===== src/rtl/pfd_pkg.sv =====
package pfd_pkg;

    // bit 0: V side pending, bit 1: R side pending
    typedef enum logic [1:0] {
        PFD_IDLE      = 2'b00,
        PFD_VCO_AHEAD = 2'b01,
        PFD_REF_AHEAD = 2'b10
    } pfd_state_e;

    typedef struct packed {
        logic oe;
        logic dat;
        logic up_v;
        logic up_r;
    } pfd_drive_t;

    localparam int PFD_SIDES = 2;
    localparam int SIDE_V    = 0;
    localparam int SIDE_R    = 1;

    function automatic pfd_state_e pfd_next(pfd_state_e cur, logic ev_v, logic ev_r);
        logic v_n;
        logic r_n;
        v_n = (cur == PFD_VCO_AHEAD) | ev_v;
        r_n = (cur == PFD_REF_AHEAD) | ev_r;
        if (v_n && r_n) return PFD_IDLE;
        if (v_n)        return PFD_VCO_AHEAD;
        if (r_n)        return PFD_REF_AHEAD;
        return PFD_IDLE;
    endfunction

    function automatic pfd_drive_t pfd_decode(pfd_state_e s);
        pfd_drive_t d;
        d = '0;
        case (s)
            PFD_VCO_AHEAD: begin d.oe = 1'b1; d.dat = 1'b0; d.up_v = 1'b1; end
            PFD_REF_AHEAD: begin d.oe = 1'b1; d.dat = 1'b1; d.up_r = 1'b1; end
            default:       d = '0;
        endcase
        return d;
    endfunction

endpackage


===== src/rtl/pfd_edge.sv =====
module pfd_edge #(
    parameter bit LEVEL_IN = 1'b1,
    parameter bit RISE     = 1'b1
) (
    input  logic clk,
    input  logic rst,
    input  logic sig_i,
    output logic hit_o
);
    localparam logic IDLE_LVL = ~RISE;

    generate
        if (LEVEL_IN) begin : g_level
            logic prev_q;
            always_ff @(posedge clk) begin
                if (rst) prev_q <= IDLE_LVL;
                else     prev_q <= sig_i;
            end
            assign hit_o = RISE ? (sig_i & ~prev_q) : (~sig_i & prev_q);

            // two consecutive sampled events need the input to leave the active level in between
            assert_no_retrigger_R7: assert property (@(posedge clk) disable iff (rst)
                hit_o |=> !hit_o);
        end else begin : g_pulse
            assign hit_o = RISE ? sig_i : ~sig_i;
        end
    endgenerate
endmodule


===== src/rtl/pfd_core.sv =====
module pfd_core
    import pfd_pkg::*;
(
    input  logic       clk,
    input  logic       rst,
    input  logic       ev_v,
    input  logic       ev_r,
    output pfd_state_e state_o
);
    pfd_state_e state_q;

    always_ff @(posedge clk) begin
        if (rst) state_q <= PFD_IDLE;
        else     state_q <= pfd_next(state_q, ev_v, ev_r);
    end

    assign state_o = state_q;

    assert_reset_idle_R1: assert property (@(posedge clk)
        rst |=> state_q == PFD_IDLE);
    assert_v_first_R2: assert property (@(posedge clk) disable iff (rst)
        (state_q == PFD_IDLE && ev_v && !ev_r) |=> state_q == PFD_VCO_AHEAD);
    assert_r_first_R3: assert property (@(posedge clk) disable iff (rst)
        (state_q == PFD_IDLE && ev_r && !ev_v) |=> state_q == PFD_REF_AHEAD);
    assert_cancel_R4: assert property (@(posedge clk) disable iff (rst)
        ((state_q == PFD_VCO_AHEAD && ev_r) || (state_q == PFD_REF_AHEAD && ev_v))
        |=> state_q == PFD_IDLE);
    assert_coincide_R5: assert property (@(posedge clk) disable iff (rst)
        (ev_v && ev_r) |=> state_q == PFD_IDLE);
    assert_hold_R6: assert property (@(posedge clk) disable iff (rst)
        (state_q != PFD_IDLE && !ev_v && !ev_r) |=> $stable(state_q));
endmodule


===== src/rtl/pfd_drive.sv =====
module pfd_drive
    import pfd_pkg::*;
(
    input  logic       clk,
    input  logic       rst,
    input  pfd_state_e state_i,
    output pfd_drive_t drv_o
);
    assign drv_o = pfd_decode(state_i);

    assert_one_side_R8: assert property (@(posedge clk) disable iff (rst)
        !(drv_o.up_v && drv_o.up_r) && (drv_o.oe == (drv_o.up_v | drv_o.up_r)));
    assert_polarity_R8: assert property (@(posedge clk) disable iff (rst)
        drv_o.oe |-> (drv_o.dat == drv_o.up_r));
    assert_idle_low_R9: assert property (@(posedge clk) disable iff (rst)
        !drv_o.oe |-> !drv_o.dat);
endmodule


===== src/rtl/pfd_tristate.sv =====
module pfd_tristate
    import pfd_pkg::*;
#(
    parameter bit LEVEL_IN = 1'b1,
    parameter bit RISE     = 1'b1
) (
    input  logic clk,
    input  logic rst,
    input  logic fv_in,
    input  logic fr_in,
    output logic pd_dat,
    output logic pd_oe,
    output logic phi_v,
    output logic phi_r
);
    logic [PFD_SIDES-1:0] raw;
    logic [PFD_SIDES-1:0] hit;
    pfd_state_e           state;
    pfd_drive_t           drv;

    assign raw[SIDE_V] = fv_in;
    assign raw[SIDE_R] = fr_in;

    generate
        for (genvar g = 0; g < PFD_SIDES; g++) begin : g_side
            pfd_edge #(.LEVEL_IN(LEVEL_IN), .RISE(RISE)) u_edge (
                .clk   (clk),
                .rst   (rst),
                .sig_i (raw[g]),
                .hit_o (hit[g])
            );
        end
    endgenerate

    pfd_core u_core (
        .clk     (clk),
        .rst     (rst),
        .ev_v    (hit[SIDE_V]),
        .ev_r    (hit[SIDE_R]),
        .state_o (state)
    );

    pfd_drive u_drive (
        .clk     (clk),
        .rst     (rst),
        .state_i (state),
        .drv_o   (drv)
    );

    assign pd_oe  = drv.oe;
    assign pd_dat = drv.dat;
    assign phi_v  = drv.up_v;
    assign phi_r  = drv.up_r;

    assert_reset_quiet_R1: assert property (@(posedge clk)
        rst |=> (!pd_oe && !phi_v && !phi_r));
endmodule


===== config.mk =====
export PLATFORM = sky130hd
export DESIGN_NAME = pfd_tristate
export DESIGN_NICKNAME = d
export VERILOG_FILES = /design/src/rtl/pfd_pkg.sv /design/src/rtl/pfd_edge.sv /design/src/rtl/pfd_core.sv /design/src/rtl/pfd_drive.sv /design/src/rtl/pfd_tristate.sv
export SDC_FILE = /design/constraint.sdc
export NUM_CORES = 1
export LEC_CHECK = 0
export BUFFER_PORTS_ARGS = -buffer_cell sky130_fd_sc_hd__buf_2
export CORE_AREA = 2 2 39 41
export CTS_CLUSTER_SIZE = 30
export DETAILED_ROUTE_END_ITERATION = 8
export DIE_AREA = 0 0 41 43
export GPL_TIMING_DRIVEN = 0
export SLEW_MARGIN = 20
export SYNTH_ARGS = -nofsm -noshare
export SYNTH_HDL_FRONTEND = slang
export SYNTH_SLANG_ARGS = --single-unit

===== constraint.sdc =====
create_clock -name clk -period 1.08 [get_ports clk]
set_clock_uncertainty 0.15 [all_clocks]
set_input_delay 0.216 -clock clk [delete_from_list [all_inputs] [get_ports clk]]
set_output_delay 0.216 -clock clk [all_outputs]
set_load 0.005 [all_outputs]

* After elaboration in Yosys (flattened, before gate mapping)
Index checks and enable logic that the tools add are counted.
Widths: inputs -> output; s select.
** Storage, ports and cells
- Register bits after elaboration :: 4
- Latch bits :: 0
- RAM bits :: 0
- Bits in read-only memories :: 0
- Input port bits :: 4
- Memories kept :: 0
** Cells by class
- $add $sub $neg :: 0
- Multipliers :: 0
- Div/mod/pow operators :: 0
- Order comparisons :: 0
- Equal/unequal tests :: 2
- Shift-type cells :: 0
- Multiplexer cells :: 18
- Bitwise gates (word level) :: 6
- Reduce and logical (&&, ||, !) cells :: 1
** Operator list (count)
- $mux 2 :: 6
- $mux 1 :: 11
- $pmux 2 s2 :: 1
- $and 1x1->1 :: 2
- $eq 2x1->1 const B :: 1
- $eq 2x2->1 const B :: 1
- $not 1->1 :: 2
- $or 1x1->1 :: 2
- $logic_and 1x1->1 :: 1

* Depth between registers and ports, before layout
- Word-level depth :: 14
- Depth in mapped cells :: 4
- Gate-level depth less buffers :: 4

* Modules after synthesis
Synthesis repeated with hierarchy kept, for this count alone.
** Unflattened totals
- Cell total of the unflattened synthesis :: 20
- Area total of the unflattened synthesis :: 225.2 um^2
** Modules (own cells, without submodules)
- pfd_edge :: instances 2, cells each 3, area an instance 47.5 um^2
- pfd_core :: instances 1, cells each 8, area an instance 86.3 um^2
- pfd_drive :: instances 1, cells each 6, area an instance 43.8 um^2

* Worst setup path after synthesis
OpenSTA, ideal clock, no wires.
- Kind :: register -> register
- Start :: reg u_core.state_q[0], in the netlist u_core.state_o[0]
- End :: reg u_core.state_q[1], in the netlist u_core.state_o[1]
- Library setup time :: 0.100 ns
- Arrival time :: 0.875 ns
- Required time :: 0.830 ns
- Path slack :: -0.044 ns
- Stages on the path, launching flop included :: 5
- Buffers on the path :: 0
- Clock period less this slack :: 1.124 ns
- Cells stage by stage :: dfxtp_1 -> inv_1 -> ha_1 -> inv_1 -> a2111oi_4
** On the way
- Cells in the longest elaborated chain, start to end :: 9
- Elaborated cells on any way between the ends :: 19
** RTL lines
- from (decl) :: RTL line pfd_core.sv:10 : pfd_state_e state_q;
- from (signal assigned) :: RTL line pfd_core.sv:14 : else state_q <= pfd_next(state_q, ev_v, ev_r);
- $eq 2x2->1 :: RTL line pfd_pkg.sv:25 : r_n = (cur == PFD_REF_AHEAD) | ev_r;
- $or 1x1->1 :: RTL line pfd_pkg.sv:25
- $mux 1 (2 in a row) :: RTL line pfd_pkg.sv:28 : if (r_n) return PFD_REF_AHEAD;
- $mux 1 :: RTL line pfd_pkg.sv:27 : if (v_n) return PFD_VCO_AHEAD;
- $mux 1 :: RTL line pfd_core.sv:13 : if (rst) state_q <= PFD_IDLE;
- $mux 2 :: RTL line pfd_pkg.sv:29 : return PFD_IDLE;
- $mux 2 :: RTL line pfd_pkg.sv:28
- $mux 2 * :: RTL line pfd_pkg.sv:27
Every way passes the cells marked *; elsewhere a longest branch is shown, timed or not. The select of a mux whose other input is x is not followed.
A chain may end at the register's enable or synchronous reset.

* Worst setup path in the final report
- Start :: reg u_core.state_q[0], in the netlist u_core.state_o[0]
- End :: out pd_oe
** On the way
- Cells in the longest elaborated chain, start to end :: 2
- Elaborated cells on any way between the ends :: 3
** RTL lines
- $eq 2x2->1 / $eq 2x1->1 (equally long branches) :: RTL line pfd_pkg.sv:35 : case (s)
- $pmux 2 s2 * :: RTL line pfd_pkg.sv:35
- to (decl) :: RTL line pfd_tristate.sv:12 : output logic pd_oe,
Every way passes the cells marked *; elsewhere a longest branch is shown, timed or not.

==> Implementation_results.wiki <==
{| class="wikitable"
! Metric !! Value
|-
| Outcome || finished, violations left
|-
| Violations in the final reports || setup timing
|-
| CTS tree || done
|-
| Number of instances on the worst hold path || 2
|-
| Number of cells traversed by the worst register-to-register path || 5
|-
| Least-Margin Pin Slew || 0.225 ns
|-
| Final weighted congestion in routability-driven placement || 0.516
|-
| Final Hold Vio Count || 0
|-
| Antenna violations before repair || 0
|-
| Buffers and inverters on the worst path || 3
|-
| Top cell type by total area after synthesis || dfxtp_1
|-
| Unrepaired setup endpoints after global routing || true
|-
| Setup WS post-layout || -0.270 ns
|-
| Die Ht || 43 um
|-
| Largest net degree at the start of global routing || 5
|-
| Average size of a mapped cell || 11.3 um^2
|-
| Post-Synthesis Cell Area || 204 um^2
|-
| Critical Path, Cell by Cell || inv_2, ha_4, inv_2, buf_6
|-
| Sw Ratio || 0.222
|-
| Portion of synthesized cell area occupied by the leading cell type || 0.393
|-
| Synth Area in Adders || 0.123
|-
| Synthesized flop and latch total || 4
|-
| Critical Setup Path Class || reg -> out
|-
| Flop-to-flop setup slack || -0.11 ns
|-
| Design Area, Final || 335 um^2
|-
| Number of max-capacitance violations reported || 0
|-
| Clock network power share || 0.412
|-
| Mux share of post-synthesis cell area || 0
|-
| Fill cell total of the finished layout || 159
|-
| Net count after synthesis || 24
|-
| First-pass GRT wire length || 586 um
|-
| Total cell area at the placement stage || 263 um^2
|-
| Average routed wire per standard cell || 8.67 um
|-
| Most area-consuming cells after synthesis || dfxtp_1, a2111oi_4, ha_1
|-
| Sink Count || 4
|-
| Maximum root-to-sink buffer count || 2
|-
| Deepest level of the CTS H-tree || 1
|-
| Simple-gate portion of the synthesized area || 0.190
|-
| Post-layout net count || 37
|-
| Cell type with the highest occurrence count on the critical path || inv_2
|-
| Synth unique cells || 10
|-
| Highest cell delay on the worst timing path || 0.33 ns
|-
| Max stage delay cell, worst path || dfxtp_2
|-
| Sw power || 0.0968 mW
|-
| Number of global-route vias before repair || 148
|-
| Headroom to the max-slew limit || 0.850
|-
| CP endpoint kind || output pin
|-
| Critical path arrival || 0.98 ns
|-
| Antenna violation net count after detailed routing || 0
|-
| Final Max Tran Viols || 0
|-
| Startpoint Class || register
|-
| Sequential cell area || 82.6 um^2
|-
| Worst IR drop on VDD || 0.233 mV
|-
| Proportion of layout cells with a drive suffix above 1 || 0.793
|-
| Leakage power || 0.151 nW
|-
| Final Setup Violations || 5
|-
| Most common cell after layout, fill and taps aside || buf_6
|-
| Die width || 41 um
|-
| Detailed Place HPWL || 255 um
|-
| Internal cell power || 0.338 mW
|-
| Min Hold Slack || 0.0774 ns
|-
| Number of primary I/O pins || 8
|-
| DR iter-0 viols || 1
|-
| Most used cells in the layout excluding fill and tap cells || buf_6, buf_2, inv_2, clkbuf_4
|-
| # rows || 14
|-
| Endpoint of the worst register-to-register path || u_core.state_o[1]
|-
| Critical hold path startpoint || rst
|-
| Global-route congestion overflow total || 0
|-
| Root Buffer || clkbuf_4
|-
| Effective utilization at floorplan || 0.147
|-
| Residual DRC || 0
|-
| Antenna diode count || 0
|-
| Logic gate share of total power || 0.212
|-
| Sequential element share of the synthesized area || 0.393
|-
| Synthesis Warnings || 0
|-
| Area share of xor/xnor cells in the synthesized design || 0
|-
| Fmax || 0.741 GHz
|-
| Port buffer count || 7
|-
| Maximum fanout along the worst path || 2
|-
| Pre-Repair DR Iteration Count || 2
|-
| Register clock-pin slew on the reported worst setup and hold paths || 0.03 ns
|-
| Compound-gate portion of the synthesized area || 0.184
|-
| Hold WC Path Type || in -> reg
|-
| Placeable core region || 0.00138 mm^2
|-
| Destination of the worst hold path || u_core.state_o[1]
|-
| DR vias || 150
|-
| Fin crit period || 1.35 ns
|-
| Main combinational cell family by area after synthesis || simple AND/OR/NAND/NOR gates
|-
| Clk_lat worst skew || 0.23 ns
|-
| Required @ worst endpoint || 0.71 ns
|-
| Family of cells with the greatest summed delay on the critical path || flip-flops
|-
| Number of cells produced by synthesis || 18
|-
| Power share of the sequential group || 0.376
|-
| Reg2reg start || u_core.state_o[0]
|-
| Pwr dens || 1300 mW/mm^2
|-
| Total track usage || 0.0613
|-
| Post-route clock period utilization || 1.25
|-
| Die ar. || 0.00176 mm^2
|-
| Final wirelength || 390 um
|-
| Routed via count divided by cell count || 3.33
|-
| Num CTS Buffers || 3
|-
| Area of combinational cells with multiple inputs || 119 um^2
|-
| Layout overhead on the synthesized area || 64.4%
|}
==> power by group through the flow <==
stage	Sequential (mW)	Clock, mW	Combinational (mW)
after floorplan	0.163	0	0.0407
after CTS	0.163	0.188	0.0770
after global placement	0.164	0	0.0626
after detailed placement	0.164	0	0.0642
after global routing	0.164	0.203	0.100
final	0.163	0.179	0.0924
==> cells by family after synthesis <==
family / Yosys count
buf+inv: 5
compound gates: 2
flops: 4
fa+ha+maj: 2
simple gates: 5
==> repair_timing <==
item | 4_1_cts | 5_1_grt
hold buffers | 0 | 0
setup endpoints to repair | 6 | 6
pin swaps | 1 | 3
resized for setup | 5 | 5
setup buffers | 0 | 1
==> metal layers <==
layer,track usage,part of all wire,wire (um)
met5,0,0,0
met4,0.0800,0,0
met3,0.0628,0.069,27
met2,0.0844,0.58,228
met1,0.0323,0.34,133
==> Yosys cell counts (all sizes together) <==
master	count
ha	2
o211a	1
a2111oi	1
nor2b	3
buf	1
inv	4
dfxtp	4
nand2b	1
nor2	1
==> stage by stage <==
step	power [mW]	TNS, ns	cells	setup WS [ns]	utilization
2_1_floorplan	0.204	-0.00647	18	-0.00647	-
3_3_place_gp	0.227	-0.162	41	-0.0639	0.190
3_5_place_dp	0.228	-0.202	41	-0.0726	0.190
4_1_cts	0.429	-1.08	44	-0.285	0.227
5_1_grt	0.467	-1.31	45	-0.322	0.242
6_report	0.435	-1.04	45	-0.270	0.242
==> worst reg2reg max path: stages (launching register included) <==
cell,delay (ns)
dfxtp_2,0.32
inv_2,0.07
ha_4,0.16
buf_6,0.10
inv_2,0.03
a2111oi_4,0.26
==> worst max-delay path by stage <==
stage                            from                end  slack (ns)  cells past startpoint
finish              u_core.state_o[0]              pd_oe       -0.27                      4
CTS                 u_core.state_o[0]              pd_oe       -0.28                      4
detailed placement  u_core.state_o[0]              pd_oe       -0.07                      4
global route        u_core.state_o[0]              pd_oe       -0.32                      4
floorplan           u_core.state_o[0]  u_core.state_o[1]      -0.006                      4
global placement    u_core.state_o[0]              phi_r       -0.06                      4
==> flip-flops by register name (all words and copies together) (netlist names) <==
name and cells:
u_core.state_o 2, g_side.u_edge.g_level.prev_q 2
==> area by class of cell <==
type	instances	share of cell area
well taps	16	0.0597
clock buffers	3	0.0672
repair buffers	8	0.194
inverters	4	0.0448
multi-input cells	9	0.354
plain buffers	1	0.0336
flip-flops and latches	4	0.246
Note: power is estimated with default switching activity, not from simulation.
